==> src/rtl/hdc_pkg.sv <==
package hdc_pkg;
  typedef enum logic [1:0] {ST_IDLE, ST_STEP, ST_XFER} state_e;
  typedef enum logic [2:0] {
    OP_BAD, OP_RESTORE, OP_SEEK, OP_READ, OP_WRITE, OP_SCAN, OP_FORMAT
  } op_e;

  localparam logic [2:0] ADR_ERR  = 3'd1;
  localparam logic [2:0] ADR_CNT  = 3'd2;
  localparam logic [2:0] ADR_NUM  = 3'd3;
  localparam logic [2:0] ADR_CYLL = 3'd4;
  localparam logic [2:0] ADR_CYLH = 3'd5;
  localparam logic [2:0] ADR_SDH  = 3'd6;
  localparam logic [2:0] ADR_CMD  = 3'd7;

  localparam int ERR_TRK0  = 1;
  localparam int ERR_ABORT = 2;
endpackage

==> src/rtl/hdc_cmd_decode.sv <==
module hdc_cmd_decode
  import hdc_pkg::*;
(
  input  logic [7:0] cmd_i,
  output op_e        op_o,
  output logic [3:0] rate_o,
  output logic       multi_o,
  output logic       irq_each_o
);
  always_comb begin
    op_o = OP_BAD;
    unique case (cmd_i[7:4])
      4'h1: op_o = OP_RESTORE;
      4'h7: op_o = OP_SEEK;
      4'h2: if (cmd_i[1:0] == 2'b00) op_o = OP_READ;
      4'h3: if (cmd_i[3] == 1'b0 && cmd_i[1:0] == 2'b00) op_o = OP_WRITE;
      4'h4: if (cmd_i[3:0] == 4'h0) op_o = OP_SCAN;
      4'h5: if (cmd_i[3:0] == 4'h0) op_o = OP_FORMAT;
      default: op_o = OP_BAD;
    endcase
  end

  assign rate_o     = cmd_i[3:0];
  assign multi_o    = cmd_i[2] && (op_o == OP_READ || op_o == OP_WRITE);
  assign irq_each_o = (op_o == OP_READ) && !cmd_i[3];
endmodule

==> src/rtl/hdc_step_timer.sv <==
module hdc_step_timer #(
  parameter int unsigned CLKS_PER_US = 1
) (
  input  logic       clk_i,
  input  logic       rst_ni,
  input  logic       start_i,
  input  logic       run_i,
  input  logic [3:0] rate_i,
  output logic       tick_o
);
  localparam int unsigned FAST = 35 * CLKS_PER_US;
  localparam int unsigned UNIT = 500 * CLKS_PER_US;
  localparam int unsigned MAXI = 15 * UNIT;
  localparam int unsigned TW   = $clog2(MAXI + 1);

  logic [TW-1:0] cnt_q;
  logic [3:0]    rate_q;

  function automatic logic [TW-1:0] interval(input logic [3:0] r);
    return (r == 4'd0) ? TW'(FAST) : TW'(r) * TW'(UNIT);
  endfunction

  always_ff @(posedge clk_i or negedge rst_ni) begin
    if (!rst_ni) begin
      cnt_q  <= '0;
      rate_q <= '0;
    end else if (start_i) begin
      rate_q <= rate_i;
      cnt_q  <= interval(rate_i) - TW'(1);
    end else if (run_i) begin
      cnt_q <= (cnt_q == '0) ? interval(rate_q) - TW'(1) : cnt_q - TW'(1);
    end
  end

  assign tick_o = run_i && (cnt_q == '0);
endmodule

==> src/rtl/hdc_taskfile.sv <==
module hdc_taskfile
  import hdc_pkg::*;
#(
  parameter int CYL_W = 10
) (
  input  logic             clk_i,
  input  logic             rst_ni,
  input  logic             wr_i,
  input  logic [2:0]       addr_i,
  input  logic [7:0]       wdata_i,
  input  logic             sec_step_i,
  input  logic             cyl_load_i,
  input  logic [CYL_W-1:0] cyl_val_i,
  output logic [7:0]       sec_cnt_o,
  output logic [7:0]       sec_num_o,
  output logic [CYL_W-1:0] cyl_o,
  output logic [7:0]       sdh_o,
  output logic [7:0]       precomp_o
);
  localparam int HI_W = CYL_W - 8;

  always_ff @(posedge clk_i or negedge rst_ni) begin
    if (!rst_ni) begin
      sec_cnt_o <= '0;
      sec_num_o <= '0;
      cyl_o     <= '0;
      sdh_o     <= '0;
      precomp_o <= '0;
    end else begin
      if (wr_i) begin
        unique case (addr_i)
          ADR_ERR:  precomp_o <= wdata_i;
          ADR_CNT:  sec_cnt_o <= wdata_i;
          ADR_NUM:  sec_num_o <= wdata_i;
          ADR_CYLL: cyl_o[7:0] <= wdata_i;
          ADR_CYLH: cyl_o[CYL_W-1:8] <= wdata_i[HI_W-1:0];
          ADR_SDH:  sdh_o <= wdata_i;
          default: ;
        endcase
      end
      if (sec_step_i) begin
        sec_cnt_o <= sec_cnt_o - 8'd1;
        sec_num_o <= sec_num_o + 8'd1;
      end
      if (cyl_load_i) cyl_o <= cyl_val_i;
    end
  end
endmodule

==> src/rtl/hdc_unit.sv <==
module hdc_unit
  import hdc_pkg::*;
#(
  parameter int          CYL_W       = 10,
  parameter int unsigned CLKS_PER_US = 1,
  parameter int unsigned MAX_STEPS   = 1024
) (
  input  logic       clk_i,
  input  logic       rst_ni,
  input  logic [2:0] reg_addr_i,
  input  logic       reg_wr_i,
  input  logic       reg_rd_i,
  input  logic [7:0] reg_wdata_i,
  output logic [7:0] reg_rdata_o,
  input  logic       xfer_ack_i,
  input  logic       track0_i,
  input  logic       drive_ready_i,
  input  logic       write_fault_i,
  output logic       step_o,
  output logic       dir_o,
  output logic       drq_o,
  output logic       irq_o,
  output logic [7:0] precomp_o
);
  localparam int PCW = $clog2(MAX_STEPS + 1);

  state_e           state_q;
  logic [CYL_W-1:0] cur_cyl_q, steps_left_q;
  logic [PCW-1:0]   pulses_q;
  logic             is_restore_q, multi_q, irq_each_q;
  logic [7:0]       err_q;
  logic             seek_done_q, irq_q, step_q, dir_q;

  op_e              dec_op;
  logic [3:0]       dec_rate;
  logic             dec_multi, dec_irq_each;
  logic [7:0]       sec_cnt, sec_num, sdh;
  logic [CYL_W-1:0] target;
  logic             tick, accept, sec_step, xfer_last, cip;
  logic             go_up;
  logic [CYL_W-1:0] diff;
  logic [7:0]       status;

  assign accept    = reg_wr_i && (reg_addr_i == ADR_CMD) && (state_q == ST_IDLE);
  assign sec_step  = (state_q == ST_XFER) && xfer_ack_i && multi_q;
  assign xfer_last = !multi_q || (sec_cnt == 8'd1);
  assign go_up     = target > cur_cyl_q;
  assign diff      = go_up ? target - cur_cyl_q : cur_cyl_q - target;
  assign cip       = (state_q != ST_IDLE);

  hdc_cmd_decode u_dec (
    .cmd_i      (reg_wdata_i),
    .op_o       (dec_op),
    .rate_o     (dec_rate),
    .multi_o    (dec_multi),
    .irq_each_o (dec_irq_each)
  );

  hdc_taskfile #(.CYL_W(CYL_W)) u_tf (
    .clk_i      (clk_i),
    .rst_ni     (rst_ni),
    .wr_i       (reg_wr_i),
    .addr_i     (reg_addr_i),
    .wdata_i    (reg_wdata_i),
    .sec_step_i (sec_step),
    .cyl_load_i (accept && dec_op == OP_SCAN),
    .cyl_val_i  (cur_cyl_q),
    .sec_cnt_o  (sec_cnt),
    .sec_num_o  (sec_num),
    .cyl_o      (target),
    .sdh_o      (sdh),
    .precomp_o  (precomp_o)
  );

  hdc_step_timer #(.CLKS_PER_US(CLKS_PER_US)) u_tmr (
    .clk_i   (clk_i),
    .rst_ni  (rst_ni),
    .start_i (accept),
    .run_i   (state_q == ST_STEP),
    .rate_i  (dec_rate),
    .tick_o  (tick)
  );

  always_ff @(posedge clk_i or negedge rst_ni) begin
    if (!rst_ni) begin
      state_q      <= ST_IDLE;
      cur_cyl_q    <= '0;
      steps_left_q <= '0;
      pulses_q     <= '0;
      is_restore_q <= 1'b0;
      multi_q      <= 1'b0;
      irq_each_q   <= 1'b0;
      err_q        <= '0;
      seek_done_q  <= 1'b0;
      irq_q        <= 1'b0;
      step_q       <= 1'b0;
      dir_q        <= 1'b0;
    end else begin
      step_q <= 1'b0;
      if (reg_rd_i && reg_addr_i == ADR_CMD) irq_q <= 1'b0;
      unique case (state_q)
        ST_IDLE: if (accept) begin
          err_q <= '0;
          unique case (dec_op)
            OP_RESTORE: begin
              seek_done_q  <= 1'b0;
              dir_q        <= 1'b0;
              is_restore_q <= 1'b1;
              pulses_q     <= '0;
              if (track0_i) begin
                cur_cyl_q   <= '0;
                seek_done_q <= 1'b1;
                irq_q       <= 1'b1;
              end else begin
                state_q <= ST_STEP;
              end
            end
            OP_SEEK: begin
              seek_done_q  <= 1'b0;
              is_restore_q <= 1'b0;
              dir_q        <= go_up;
              steps_left_q <= diff;
              if (diff == '0) begin
                seek_done_q <= 1'b1;
                irq_q       <= 1'b1;
              end else begin
                state_q <= ST_STEP;
              end
            end
            OP_READ, OP_WRITE, OP_FORMAT: begin
              multi_q    <= dec_multi;
              irq_each_q <= dec_irq_each;
              state_q    <= ST_XFER;
              if (dec_irq_each) irq_q <= 1'b1;
            end
            OP_SCAN: irq_q <= 1'b1;
            default: begin
              err_q[ERR_ABORT] <= 1'b1;
              irq_q            <= 1'b1;
            end
          endcase
        end
        ST_STEP: if (tick) begin
          if (is_restore_q) begin
            if (track0_i) begin
              cur_cyl_q   <= '0;
              seek_done_q <= 1'b1;
              irq_q       <= 1'b1;
              state_q     <= ST_IDLE;
            end else if (pulses_q == PCW'(MAX_STEPS)) begin
              err_q[ERR_TRK0] <= 1'b1;
              irq_q           <= 1'b1;
              state_q         <= ST_IDLE;
            end else begin
              step_q    <= 1'b1;
              pulses_q  <= pulses_q + PCW'(1);
              cur_cyl_q <= cur_cyl_q - CYL_W'(1);
            end
          end else begin
            step_q       <= 1'b1;
            cur_cyl_q    <= dir_q ? cur_cyl_q + CYL_W'(1) : cur_cyl_q - CYL_W'(1);
            steps_left_q <= steps_left_q - CYL_W'(1);
            if (steps_left_q == CYL_W'(1)) begin
              seek_done_q <= 1'b1;
              irq_q       <= 1'b1;
              state_q     <= ST_IDLE;
            end
          end
        end
        ST_XFER: if (xfer_ack_i) begin
          if (xfer_last) begin
            state_q <= ST_IDLE;
            if (!irq_each_q) irq_q <= 1'b1;
          end else if (irq_each_q) begin
            irq_q <= 1'b1;
          end
        end
        default: state_q <= ST_IDLE;
      endcase
    end
  end

  assign status = {state_q == ST_STEP, drive_ready_i, write_fault_i, seek_done_q,
                   state_q == ST_XFER, 1'b0, cip, |err_q};

  always_comb begin
    unique case (reg_addr_i)
      ADR_ERR:  reg_rdata_o = err_q;
      ADR_CNT:  reg_rdata_o = sec_cnt;
      ADR_NUM:  reg_rdata_o = sec_num;
      ADR_CYLL: reg_rdata_o = target[7:0];
      ADR_CYLH: reg_rdata_o = 8'(target[CYL_W-1:8]);
      ADR_SDH:  reg_rdata_o = sdh;
      ADR_CMD:  reg_rdata_o = status;
      default:  reg_rdata_o = 8'h00;
    endcase
  end

  assign step_o = step_q;
  assign dir_o  = dir_q;
  assign drq_o  = (state_q == ST_XFER);
  assign irq_o  = irq_q;
endmodule

==> config.mk <==
export PLATFORM = sky130hd
export DESIGN_NAME = hdc_unit
export DESIGN_NICKNAME = d
export VERILOG_FILES = /design/src/rtl/hdc_pkg.sv /design/src/rtl/hdc_cmd_decode.sv /design/src/rtl/hdc_step_timer.sv /design/src/rtl/hdc_taskfile.sv /design/src/rtl/hdc_unit.sv
export SDC_FILE = /design/constraint.sdc
export NUM_CORES = 1
export LEC_CHECK = 0
export ABC_AREA = 1
export BUFFER_PORTS_ARGS = -buffer_cell sky130_fd_sc_hd__buf_2
export CORE_MARGIN = 2
export CORE_UTILIZATION = 35
export CTS_BUF_LIST = sky130_fd_sc_hd__clkbuf_16
export DETAILED_ROUTE_END_ITERATION = 7
export SLEW_MARGIN = 40
export SYNTH_ARGS = -nofsm -noshare
export SYNTH_HDL_FRONTEND = slang
export SYNTH_SLANG_ARGS = --single-unit
export TNS_END_PERCENT = 20
==> constraint.sdc <==
create_clock -name clk_i -period 4.9 [get_ports clk_i]
set_input_delay 0.735 -clock clk_i [delete_from_list [all_inputs] [get_ports clk_i]]
set_output_delay 0.735 -clock clk_i [all_outputs]
set_load 0.05 [all_outputs]
==> impl_summary.log <==
INFO  metric synth_top_area_cell = dfrtp_1
INFO  metric cts_root_buf = clkbuf_16
INFO  metric arrival = 4.00 ns
INFO  metric path_class = reg -> reg
INFO  metric internal_power = 2607 uW
INFO  metric global_route.usage.total = 18.88%
INFO  metric critPathBufInv = 3
INFO  metric power.static_leakage = 0.004756 uW
INFO  metric setup-violations-final = 0
INFO  metric gp_routability_congestion = 0.9035
INFO  metric combPwrFrac = 60.9%
INFO  metric timing.final.max_slew_violations = 0
INFO  metric grt_pass1_wl = 40530 um
INFO  metric syn_area = 8747 um^2
INFO  metric vdd.ir_drop.worst = 0.0002739 V
INFO  metric clk_pin_slew = 0.08 ns
INFO  metric tritoncts = built
INFO  metric ctsHtreeMaxLevel = 3
INFO  metric synthesis.yosys.warnings = 0
INFO  metric insertion_delay = 0.36 ns
INFO  metric top_cell_type_s_share_of_synthesized_area = 28.89%
INFO  metric core_area = 24460 um^2
INFO  metric initialDrtViolationCount = 501
INFO  metric placementRows = 57
INFO  metric final.fill_count = 2591
INFO  metric timing.final.hold_violations = 0
INFO  metric path_cells = fa_1, inv_1, fa_1, inv_1, ha_1, a21oi_1, nand3b_1, nand3_1, o21ai_0, nand2_1, nand2_1, nor2_1, inv_1, nor2_2, nand3_1, nand3_1, nand2_1
INFO  metric hpwl_reported_at_the_end_of_detailed_placement = 18770 um
INFO  metric start_util = 35.76%
INFO  metric timing.hold.worst.class = in -> async
INFO  metric area_delta_synth_final = 9.770%
INFO  metric power.sequential.fraction = 24.3%
INFO  metric count_of_vias_placed_by_the_detailed_router = 8375
INFO  metric timing.critical_path.slowest_cell_delay = 0.66 ns
INFO  metric final_period_utilization = 76.45%
INFO  metric synth_mux_area_share = 0.1287%
INFO  metric clk_skew = 0.009490 ns
INFO  metric clk_path_buf_depth = 2
INFO  metric die_height = 162.1 um
INFO  metric firstDrtPassIters = 6
INFO  metric place_inst = 1618
INFO  metric drt.antenna.violating_nets = 0
INFO  metric grt_setup_unrepaired = false
INFO  metric synth_area_per_cell = 6.877 um^2
INFO  metric pd_cells = 559.1 nW/um^2
INFO  metric yosys-top-cells-area = dfrtp_1, nand2_1, ha_1
INFO  metric initial_antenna_violation_count = 1
INFO  metric timing.critical_path.to_type = register
INFO  metric cts.repair.resized = 0
INFO  metric drive_gt1_share = 7.557%
INFO  metric n_antenna_cell = 0
INFO  metric clock_sink_count = 101
INFO  metric route.final.wire_length = 23890 um
INFO  metric fp.dieW = 162.1 um
INFO  metric maximum_number_of_pins_on_one_net_before_global_route_repair = 73
INFO  metric fin_ws = 1.154 ns
INFO  metric yosysUniqueCellTypes = 48
INFO  metric ioPinCount = 39
INFO  metric synthesis.nets = 1371
INFO  metric synth_sequential_area_ratio = 28.89%
INFO  metric post_synth_fa_ha_maj_area_fraction = 12.82%
INFO  metric viasPerCell = 5.125
INFO  metric syn_inst = 1272
INFO  metric place_worst_setup_slack = 0.9504 ns
INFO  metric cts.hold.buffers_added = 0
INFO  metric route.detailed.drc = 0
INFO  metric synth_compound_area_share = 16.03%
INFO  metric grt_pass1_vias = 8036
INFO  metric max_freq = 267.0 MHz
INFO  metric maxCapViolations = 0
INFO  metric top_count_cell_post_synth = nand2_1
INFO  metric cp_slowest_cell = fa_1
INFO  metric synth_top_family_by_area = simple AND/OR/NAND/NOR gates
INFO  metric worst_slew_margin_rel = 51.16%
INFO  metric multi_input_gate_area_in_the_final_layout = 5311 um^2
INFO  metric fin_tns_setup = 0 ns
INFO  metric cp_data_required_time = 5.15 ns
INFO  metric worst_pin_slew = 0.7270 ns
INFO  metric yosys.area_share.xor_xnor = 2.503%
INFO  metric switching_share = 51.44%
INFO  metric switching_power = 2762 uW
INFO  metric power.clock.fraction = 14.8%
INFO  metric crit_fanout = 7
INFO  metric ys_dominant_reg_cell = dfrtp_1
INFO  metric setup.reg_to_reg.worst_slack = 1.15 ns
INFO  metric cp_num_cells = 17
INFO  metric stdcell_count = 1634
INFO  metric cts_setup_buffers = 0
INFO  metric timing.critical_path.max_delay_family = adder cells
INFO  metric global_route.overflow_total = 0
INFO  metric synth_simple_gate_area_share = 29.24%
INFO  metric synthArstFlopShare = 100.0%
INFO  metric seq_cell_area = 2527 um^2
INFO  metric num-nets-final = 1404
INFO  metric minimum_period_implied_by_the_final_worst_setup_slack = 3.746 ns
INFO  metric result_of_the_run = finished clean
INFO  metric port_buffers = 38
INFO  metric timing.critical_path.from_type = register
INFO  metric dieArea = 26270 um^2
INFO  metric synth_seq_cells = 101
INFO  metric cts-buffers-inserted = 9
INFO  metric synth-edff-count = 0
INFO  metric timing.reg2reg.worst_path_depth = 17
INFO  metric ys_top_cells_by_count = nand2_1, inv_1, o21ai_0
INFO  metric wl_per_cell = 14.62 um
-- worst reg2reg max path, cell delays in order (launching register included) --
cell	delay, ns
dfrtp_1	0.48
fa_1	0.66
inv_1	0.10
fa_1	0.55
inv_1	0.04
ha_1	0.37
a21oi_1	0.27
nand3b_1	0.11
nand3_1	0.10
o21ai_0	0.09
nand2_1	0.07
nand2_1	0.06
nor2_1	0.24
inv_1	0.10
nor2_2	0.16
nand3_1	0.10
nand3_1	0.09
nand2_1	0.06
-- power by group through the flow --
stage          registers (uW)  clock network (uW)  logic, uW
2_1_floorplan            1320                   0       2480
3_3_place_gp             1310                   0       3240
3_5_place_dp             1310                   0       3260
4_1_cts                  1300                 811       3280
5_1_grt                  1340                 843       3780
6_report                 1300                 795       3270
-- sequential cells by signal, indices dropped and copies added, names as in the netlist, 2 cells and up --
name and count:
state_q 2, u_tf.precomp_o 8, u_tf.cyl_o 10, pulses_q 11, u_tf.sdh_o 8, u_tf.sec_cnt_o 8, steps_left_q 10, err_q 2
cur_cyl_q 10, u_tf.sec_num_o 8, u_tmr.rate_q 4, u_tmr.cnt_q 13
-- layout make-up --
cell class	instances	share of cell area, %
Multi-Input combinational cell	935	55.32
Inverter	216	8.444
Clock inverter	7	0.9904
Clock buffer	9	2.346
Tap cell	324	4.222
Timing Repair Buffer	42	2.359
Sequential cell	101	26.32
-- per-stage QoR --
step	power (uW)	hold slack (ns)	area, um^2	util, %
3_5_place_dp	4576	0.4675	9281	37.94
6_report	5368	0.3824	9602	39.25
4_1_cts	5395	0.4182	9602	39.25
3_3_place_gp	4553	0.4667	9278	37.93
2_1_floorplan	3793	0.4394	8747	-
5_1_grt	5961	0.4322	9602	39.25
-- cell families (layout without fill, tap and decap cells) --
logic type | Yosys count | count (layout)
AND/OR/NAND/NOR | 588 | 588
adder cells (fa/ha/maj) | 80 | 80
AO/OA/AOI/OAI | 241 | 241
XOR/XNOR | 25 | 25
multiplexers | 1 | 1
flip-flops | 101 | 101
buffers and inverters | 236 | 274
-- worst paths after layout --
kind | end | from
setup / recovery | u_tmr.cnt_q[12] | u_tmr.rate_q[2]
hold / removal | u_tf.sec_num_o[6] | rst_ni
setup reg to reg | u_tmr.cnt_q[12] | u_tmr.rate_q[2]
hold reg to reg | u_tf.precomp_o[1] | u_tf.precomp_o[1]
max in group asynchronous | steps_left_q[1] | rst_ni
min in group clk_i | u_tf.precomp_o[1] | u_tf.precomp_o[1]
-- routing by layer --
| metal | wire, um | part of all wire (%) | track usage [%] | vias up |
|---|---|---|---|---|
| met5 | 7 | 0.029 | 0 | - |
| met4 | 456 | 1.9 | 4.666 | 2 |
| met3 | 848 | 3.5 | 2.247 | 31 |
| li1 | - | - | - | 4233 |
| met2 | 11190 | 47 | 31.10 | 182 |
| met1 | 11390 | 48 | 26.43 | 3927 |
-- cells in the final DEF, fill, tap and decap left out, types with 14 or more instances in the layout --
cell type	count
nand2_1	310
inv_1	203
o21ai_0	113
nor2_1	105
dfrtp_1	101
nand3_1	87
ha_1	64
a21oi_1	47
buf_2	37
nand4_1	24
nor3_1	23
o211ai_1	21
xor2_1	19
fa_1	16
a22oi_1	14
Note: power is estimated with default switching activity, not from simulation.
